[config.mk]
export PLATFORM = sky130hd
export DESIGN_NAME = rfc_csr
export DESIGN_NICKNAME = d
export VERILOG_FILES = /design/src/rtl/rfc_csr_pkg.sv /design/src/rtl/rfc_sticky_bit.sv /design/src/rtl/rfc_lp_edge_mon.sv /design/src/rtl/rfc_pd_seq.sv /design/src/rtl/rfc_csr.sv
export SDC_FILE = /design/constraint.sdc
export NUM_CORES = 1
export LEC_CHECK = 0
export ABC_CLOCK_PERIOD_IN_PS = 2500
export BUFFER_PORTS_ARGS = -buffer_cell sky130_fd_sc_hd__buf_2
export CORE_ASPECT_RATIO = 0.6
export CORE_MARGIN = 2
export CORE_UTILIZATION = 43
export CTS_CLUSTER_DIAMETER = 150
export DETAILED_ROUTE_END_ITERATION = 8
export PLACE_DENSITY = 0.84
export REMOVE_ABC_BUFFERS = 1
export SKIP_LAST_GASP = 1
export SLEW_MARGIN = 20
export SYNTH_ARGS = -nofsm -noshare
export SYNTH_HDL_FRONTEND = slang
export SYNTH_HIERARCHICAL = 1
export SYNTH_SLANG_ARGS = --single-unit
[constraint.sdc]
create_clock -name clk -period 2.5 [get_ports clk]
set_clock_uncertainty 0.15 [all_clocks]
set_input_delay 0.25 -clock clk [delete_from_list [all_inputs] [get_ports clk]]
set_output_delay 0.25 -clock clk [all_outputs]
set_load 0.05 [all_outputs]
[src/rtl/rfc_csr_pkg.sv]
package rfc_csr_pkg;

  localparam int WORD_W        = 32;
  localparam int B_MISS_STAT   = 0;
  localparam int B_MISS_ACK    = 1;
  localparam int B_MISS_MSK    = 2;
  localparam int B_DIAG        = 3;
  localparam int B_CLK_STAT    = 6;
  localparam int B_LP_MON      = 7;
  localparam int B_PD_OK       = 8;
  localparam int CLKF_LSB      = 9;
  localparam int CLKF_W        = 6;
  localparam int B_AUX_LSB     = 17;
  localparam int AUX_W         = 3;
  localparam int B_RSSI_SEL    = 21;
  localparam int B_LINK_STAT   = 22;
  localparam int B_PROTO_EN    = 23;
  localparam int B_PHY_EN      = 24;

  localparam logic [WORD_W-1:0] RW_MASK =
      (WORD_W'(1) << B_MISS_MSK) | (WORD_W'(1) << B_DIAG) |
      (WORD_W'((1 << CLKF_W) - 1) << CLKF_LSB) |
      (WORD_W'((1 << AUX_W) - 1) << B_AUX_LSB) |
      (WORD_W'(1) << B_RSSI_SEL) | (WORD_W'(1) << B_PROTO_EN) |
      (WORD_W'(1) << B_PHY_EN);

  localparam logic [WORD_W-1:0] RST_VALUE = WORD_W'(1) << B_MISS_MSK;

  localparam logic [WORD_W-1:0] RSV_MASK =
      ~(RW_MASK | (WORD_W'(1) << B_MISS_STAT) | (WORD_W'(1) << B_MISS_ACK) |
        (WORD_W'(1) << B_CLK_STAT) | (WORD_W'(1) << B_LP_MON) |
        (WORD_W'(1) << B_PD_OK) | (WORD_W'(1) << B_LINK_STAT));

  typedef enum logic [1:0] {
    ST_MISS = 2'd0,
    ST_LINK = 2'd1,
    ST_LPMON = 2'd2
  } sticky_idx_e;

  localparam int N_STICKY = 3;

  typedef enum logic [1:0] {
    PD_IDLE  = 2'd0,
    PD_COUNT = 2'd1,
    PD_GRANT = 2'd2
  } pd_state_e;

endpackage

[src/rtl/rfc_sticky_bit.sv]
module rfc_sticky_bit (
  input  logic clk,
  input  logic rst,
  input  logic set_i,
  input  logic clr_i,
  output logic q_o
);
  // A hardware set outranks a software clear in the same cycle.
  always_ff @(posedge clk) begin
    if (rst)        q_o <= 1'b0;
    else if (set_i) q_o <= 1'b1;
    else if (clr_i) q_o <= 1'b0;
  end
endmodule

[src/rtl/rfc_lp_edge_mon.sv]
module rfc_lp_edge_mon #(
  parameter int SYNC_STAGES = 2
) (
  input  logic clk,
  input  logic rst,
  input  logic lp_clk,
  input  logic hold_i,
  output logic edge_o
);
  logic [SYNC_STAGES-1:0] sync_q;
  logic                   prev_q;

  always_ff @(posedge clk) begin
    if (rst) begin
      sync_q <= '0;
      prev_q <= 1'b0;
    end else begin
      sync_q <= {sync_q[SYNC_STAGES-2:0], lp_clk};
      prev_q <= sync_q[SYNC_STAGES-1];
    end
  end

  assign edge_o = sync_q[SYNC_STAGES-1] & ~prev_q & ~hold_i;
endmodule

[src/rtl/rfc_pd_seq.sv]
module rfc_pd_seq
  import rfc_csr_pkg::*;
#(
  parameter int PD_LP_EDGES = 2
) (
  input  logic clk,
  input  logic rst,
  input  logic req_i,
  input  logic exit_i,
  input  logic edge_i,
  output logic grant_o
);
  localparam int CW = (PD_LP_EDGES < 2) ? 1 : $clog2(PD_LP_EDGES);
  localparam logic [CW-1:0] LAST = CW'(PD_LP_EDGES - 1);

  pd_state_e      state_q;
  logic [CW-1:0]  cnt_q;

  always_ff @(posedge clk) begin
    if (rst || exit_i) begin
      state_q <= PD_IDLE;
      cnt_q   <= '0;
    end else begin
      unique case (state_q)
        PD_IDLE: if (req_i) begin
          state_q <= PD_COUNT;
          cnt_q   <= '0;
        end
        PD_COUNT: if (edge_i) begin
          if (cnt_q == LAST) state_q <= PD_GRANT;
          else               cnt_q   <= cnt_q + CW'(1);
        end
        PD_GRANT: state_q <= PD_GRANT;
        default:  state_q <= PD_IDLE;
      endcase
    end
  end

  assign grant_o = (state_q == PD_GRANT);
endmodule

[src/rtl/rfc_csr.sv]
module rfc_csr
  import rfc_csr_pkg::*;
#(
  parameter int RSSI_W      = 10,
  parameter int SYNC_STAGES = 2,
  parameter int PD_LP_EDGES = 2
) (
  input  logic              clk,
  input  logic              rst,
  input  logic              wr_en,
  input  logic [31:0]       wr_data,
  output logic [31:0]       rd_data,
  input  logic              memmap_miss,
  input  logic              proto_err,
  input  logic              phy_err,
  input  logic              lp_clk,
  input  logic              lp_timer_rst,
  input  logic              sleep_req,
  input  logic              sleep_exit,
  input  logic              core_on_master,
  input  logic [RSSI_W-1:0] rssi_peak,
  input  logic [RSSI_W-1:0] rssi_avg,
  output logic [7:0]        rssi_byte,
  output logic              err_irq
);
  localparam int RSSI_LSB = RSSI_W - 8;

  logic [WORD_W-1:0]   cfg_q;
  logic [N_STICKY-1:0] st_set, st_clr, st_q;
  logic                lp_edge, pd_grant, clk_stat_q;
  logic                rssi_lsb_unused;

  // Software-owned fields
  always_ff @(posedge clk) begin
    if (rst)        cfg_q <= RST_VALUE & RW_MASK;
    else if (wr_en) cfg_q <= wr_data & RW_MASK;
  end

  // Hardware-set flags
  always_comb begin
    st_set[ST_MISS]  = memmap_miss;
    st_clr[ST_MISS]  = wr_en & wr_data[B_MISS_ACK];
    st_set[ST_LINK]  = (proto_err & cfg_q[B_PROTO_EN]) | (phy_err & cfg_q[B_PHY_EN]);
    st_clr[ST_LINK]  = wr_en & wr_data[B_LINK_STAT];
    st_set[ST_LPMON] = lp_edge;
    st_clr[ST_LPMON] = wr_en & ~wr_data[B_LP_MON];
  end

  for (genvar i = 0; i < N_STICKY; i++) begin : g_sticky
    rfc_sticky_bit u_bit (
      .clk   (clk),
      .rst   (rst),
      .set_i (st_set[i]),
      .clr_i (st_clr[i]),
      .q_o   (st_q[i])
    );
  end

  rfc_lp_edge_mon #(.SYNC_STAGES(SYNC_STAGES)) u_lpmon (
    .clk    (clk),
    .rst    (rst),
    .lp_clk (lp_clk),
    .hold_i (lp_timer_rst),
    .edge_o (lp_edge)
  );

  rfc_pd_seq #(.PD_LP_EDGES(PD_LP_EDGES)) u_pd (
    .clk     (clk),
    .rst     (rst),
    .req_i   (sleep_req),
    .exit_i  (sleep_exit),
    .edge_i  (lp_edge),
    .grant_o (pd_grant)
  );

  // Status sample and signal-strength byte
  always_ff @(posedge clk) begin
    if (rst) begin
      clk_stat_q <= 1'b0;
      rssi_byte  <= '0;
    end else begin
      clk_stat_q <= core_on_master;
      rssi_byte  <= cfg_q[B_RSSI_SEL] ? rssi_avg[RSSI_W-1:RSSI_LSB]
                                      : rssi_peak[RSSI_W-1:RSSI_LSB];
    end
  end

  assign rssi_lsb_unused = ^{rssi_peak[RSSI_LSB-1:0], rssi_avg[RSSI_LSB-1:0]};

  // Read image, built only from flops
  always_comb begin
    rd_data              = cfg_q;
    rd_data[B_MISS_STAT] = st_q[ST_MISS];
    rd_data[B_LINK_STAT] = st_q[ST_LINK];
    rd_data[B_LP_MON]    = st_q[ST_LPMON];
    rd_data[B_CLK_STAT]  = clk_stat_q;
    rd_data[B_PD_OK]     = pd_grant;
  end

  assign err_irq = (st_q[ST_MISS] & cfg_q[B_MISS_MSK]) | st_q[ST_LINK];
endmodule

## Yosys cells after proc, flatten, opt, wreduce, memory -nomap -nowiden

Index checks and enable logic that the tools add are counted.

| word-level totals | value |
|---|---|
| bits in read-only memories | 0 |
| bits in writable memories | 0 |
| bits in latches | 0 |
| flip-flop bits (word level) | 32 |
| memories kept | 0 |

| cells by class | value |
|---|---|
| multiply operators | 0 |
| divide/modulo/power cells | 0 |
| equality and inequality tests | 5 |
| $add $sub $neg | 1 |
| bitwise operators | 13 |
| mux-type cells | 15 |
| reductions and logical operators | 8 |
| magnitude comparators | 0 |
| shift-type cells | 0 |

Operators with widths:

| operator | number |
|---|---|
| $mux 1 | 9 |
| $and 1x1->1 | 8 |
| $mux 8 | 1 |
| $reduce_bool 2->1 | 4 |
| $mux 2 | 3 |
| $pmux 2 s3 | 1 |
| $reduce_and 3->1 | 2 |
| $ne 2x2->1 const B | 2 |
| $not 1->1 | 3 |
| $eq 2x1->1 const B | 1 |
| $eq 2x2->1 const B | 1 |
| $logic_not 2->1 | 1 |
| $ne 2x1->1 const B | 1 |
| $or 1x1->1 | 2 |
| $pmux 1 s2 | 1 |
| $add 1x1->1 const B | 1 |
| $logic_or 1x1->1 | 1 |

## Longest topological paths before layout

| depth | value |
|---|---|
| depth in word-level cells | 5 |
| depth in mapped cells | 5 |

## Modules after synthesis

The synthesis kept the hierarchy.

By module, submodules not included:

| module | cells an instance | instances | area each (um^2) | sequential area each (um^2) |
|---|---|---|---|---|
| rfc_csr | 94 | 1 | 970.9 | 460.4 |
| rfc_pd_seq | 24 | 1 | 225.2 | 60.1 |
| rfc_sticky_bit | 4 | 3 | 38.8 | 20.0 |
| rfc_lp_edge_mon | 7 | 1 | 91.3 | 60.1 |

## Least setup slack after synthesis

OpenSTA, ideal clock, no wires.

| path | value |
|---|---|
| path type | flip-flop to output port |
| start | reg g_sticky[0].u_bit.q_o |
| end | out err_irq |
| path slack | 1012 ps |
| path buffers | 0 |
| cell stages (with the launch flop) | 2 |
| arrival time | 1088 ps |
| cell sequence | dfxtp_1 > a21o_1 |

| between the ends | value |
|---|---|
| cells in the longest elaborated chain, start to end | 2 |

Ends and longest elaborated chain:

| what | line | RTL |
|---|---|---|
| from (decl) | rfc_sticky_bit.sv:6 | `output logic q_o` |
| from (signal assigned) | rfc_sticky_bit.sv:10 | `if (rst) q_o <= 1'b0;` |
| from (signal assigned) | rfc_sticky_bit.sv:11 | `else if (set_i) q_o <= 1'b1;` |
| from (signal assigned) | rfc_sticky_bit.sv:12 | `else if (clr_i) q_o <= 1'b0;` |
| $and 1x1->1 | rfc_csr.sv:100 | `assign err_irq = (st_q[ST_MISS] & cfg_q[B_MISS_MSK]) \| st_q[ST_LINK];` |
| $or 1x1->1 | rfc_csr.sv:100 |  |
| to (decl) | rfc_csr.sv:24 | `output logic err_irq` |

Every way passes these cells.

## Worst setup path in the final report

| path | value |
|---|---|
| start | reg cfg_q[21] |
| end | out rd_data[21] |

RTL lines:

| what | line | RTL |
|---|---|---|
| from (decl) | rfc_csr.sv:28 | `logic [WORD_W-1:0] cfg_q;` |
| from (signal assigned) | rfc_csr.sv:35 | `if (rst) cfg_q <= RST_VALUE & RW_MASK;` |
| from (signal assigned) | rfc_csr.sv:36 | `else if (wr_en) cfg_q <= wr_data & RW_MASK;` |
| to (decl) | rfc_csr.sv:12 | `output logic [31:0] rd_data,` |

No word-level cell between the ends.

==> out/results.ini <==
[worst_setup_path]
critPathLaunch=cfg_q[21]$_SDFFE_PP0P_
r2r_start=u_pd/state_q[0]$_SDFFE_PP0P_
slowest_stage=dfxtp_1
worstSetupPathType=reg -> out
worstPathArrival_ps=1260
critPathMaxFanout=10
critical_path_required_ps=2100
cp.buffers_inverters=1
max_stage_delay_ps=630
worstPathCellList=buf_2
critPathCaptureType=primary output
path_delay_family=flip-flops
setup.worst_path.start_class=register

[sta]
finalCritPeriodShare_pct=66.3
finalHoldViolations=0
grt_setup_unrepaired=no
finalSetupTns_ps=0
drv_slew=0
min_period_ps=1660
relSlewSlack_pct=61.7
worstMarginPinSlew_ps=575
hold_slack_ps=35.5
setup_viol=0
clock.fmax_mhz=604
fin_ws_ps=843

[die]
dieArea_um2=3750
die_x_um=77.8
start_util_pct=44.1
num_io_pins=104
dieHeight_um=48.3
core_um2=3180
num_rows=16

[drt]
wl_met1_um=1200
via_per_inst=4.22
wl_um=2410
num_vias=1068
drtIter0Drc=14
wl_met2_um=919
first_pass_iters=4
drc=0
detail-route-antenna-nets=0
top_layer=met4
wl_per_cell_um=9.54
dr_wl_met3_um=279

[global_routing]
grt_first_pass_wirelength_um=3530
antenna_found_initial=0
grt_pass1_vias=807
grt_max_degree=32
grt.total_usage_pct=12.8
gr-total-overflow=0

[clocking]
cts.sinks=32
clk_latency_ps=270
post_cts_resized=0
cts_htree_levels=2
cts_buffers=5
cts_tree=done
cts_root_buf=clkbuf_8
clk_pin_slew_ps=60
post-cts-setup-buffers=0
cts_max_path_buffers=2
cts_hold_buffers=1

[cells_and_area]
diodes=0
mostFrequentLayoutCell=buf_2
final_cells=253
area_delta_synth_final_pct=27.3
drive_gt1_share_pct=39.9
n_fill_cell=280
final_area_um2=1790
final_core_util_pct=56.1
regArea_um2=641
multi_input_area_um2=628
most-common-layout-cells=buf_2 (71), dfxtp_1 (32), mux2i_1 (23)
nets=276

[status]
status=completed

[placed_design]
io_buffer_count=71
dp_hpwl_um=1810
numPlacedInstances=245
dpl_cell_area_um2=1700
place_congestion=0.627
pre_cts_slack_ps=1070

[synthesis]
synth.cell_area_um2=1400
synth_seq_cells=32
yosysSeqAreaShare_pct=45.6
syn_avg_cell_area_um2=10.2
yosys_warnings=6
synthDistinctLibCells=23
syn_inst=137

[power]
power_density_nw_per_um2=666
p_leak_nw=0.930
power.net_switching_mw=0.379
clkPwrFrac_pct=29.7
total_power_mw=1.19
netSwitchingFraction_pct=31.9
p_seq_share_pct=46.6
combinationalPowerShare_pct=23.7
vdd_drop_max_v=0.000296
p_int_mw=0.811

[min_path]
hold_start=core_on_master
hold_path.class=in -> reg

[run]
drv_cap=0

-- cell usage after synthesis --
cell,number,area [µm²]
a211o_1,1,8.76
a21boi_4,1,18.8
a21o_1,1,7.51
a21oi_1,2,10.0
a21oi_2,3,26.3
a22o_1,1,8.76
and2_1,2,12.5
buf_12,1,20.0
buf_2,2,10.0
buf_4,16,120
buf_6,1,11.3
conb_1,1,3.75
dfxtp_1,32,641
ha_1,5,62.6
inv_1,5,18.8
mux2i_1,23,230
nand2_1,6,22.5
nand2b_1,3,18.8
nand2b_4,1,13.8
nor2_1,22,82.6
nor2b_1,6,37.5
nor3b_2,1,12.5
nor4_1,1,6.26
-- flip-flops by register name, summed over array words and instances (netlist names) --
register,flops
cfg_q,14
rssi_byte,8
g_sticky.u_bit/q_o,3
u_lpmon/sync_q,2
u_pd/state_q,2
clk_stat_q,1
u_lpmon/prev_q,1
u_pd/cnt_q,1
-- cell families after synthesis --
group | share of synthesized area, %
AOI/OAI and AO/OA | 5.71
buffers and inverters | 12.8
and+or+nand+nor | 14.7
adders and majority gates | 4.46
DFF | 45.6
other | 0.267
muxes | 16.4
-- power by group through the flow --
stage	Combinational, mW	Sequential (mW)	Clock [mW]
2_1_floorplan	0.112	0.656	0
5_1_grt	0.301	0.560	0.404
6_report	0.282	0.555	0.354
4_1_cts	0.283	0.556	0.370
3_3_place_gp	0.280	0.566	0
3_5_place_dp	0.281	0.567	0
-- area by class of cell --
class / count / share of cell area (%)
tap: 45 / 3.15
timing repair buffer: 72 / 20.4
inverter: 5 / 1.05
clock inverter: 1 / 0.280
clock buffer: 6 / 4.06
sequential: 32 / 35.9
multi-input combinational: 92 / 35.2
-- worst paths after layout --
path,to,slack [ps],cells after the start
worst max-delay path,rd_data[21],840,1
worst min-delay path,clk_stat_q$_SDFF_PP0_,40,2
worst max register to register,u_pd/state_q[0]$_SDFFE_PP0P_,1080,5
worst min register to register,u_lpmon/sync_q[1]$_SDFF_PP0_,290,1
-- per-layer routing --
layer	up-vias	global-route usage, %
li1	553	-
met1	459	16.7
met2	54	17.2
met3	2	8.15
met4	0	4.29
met5	-	0
Power figures use the tool's default switching activity.
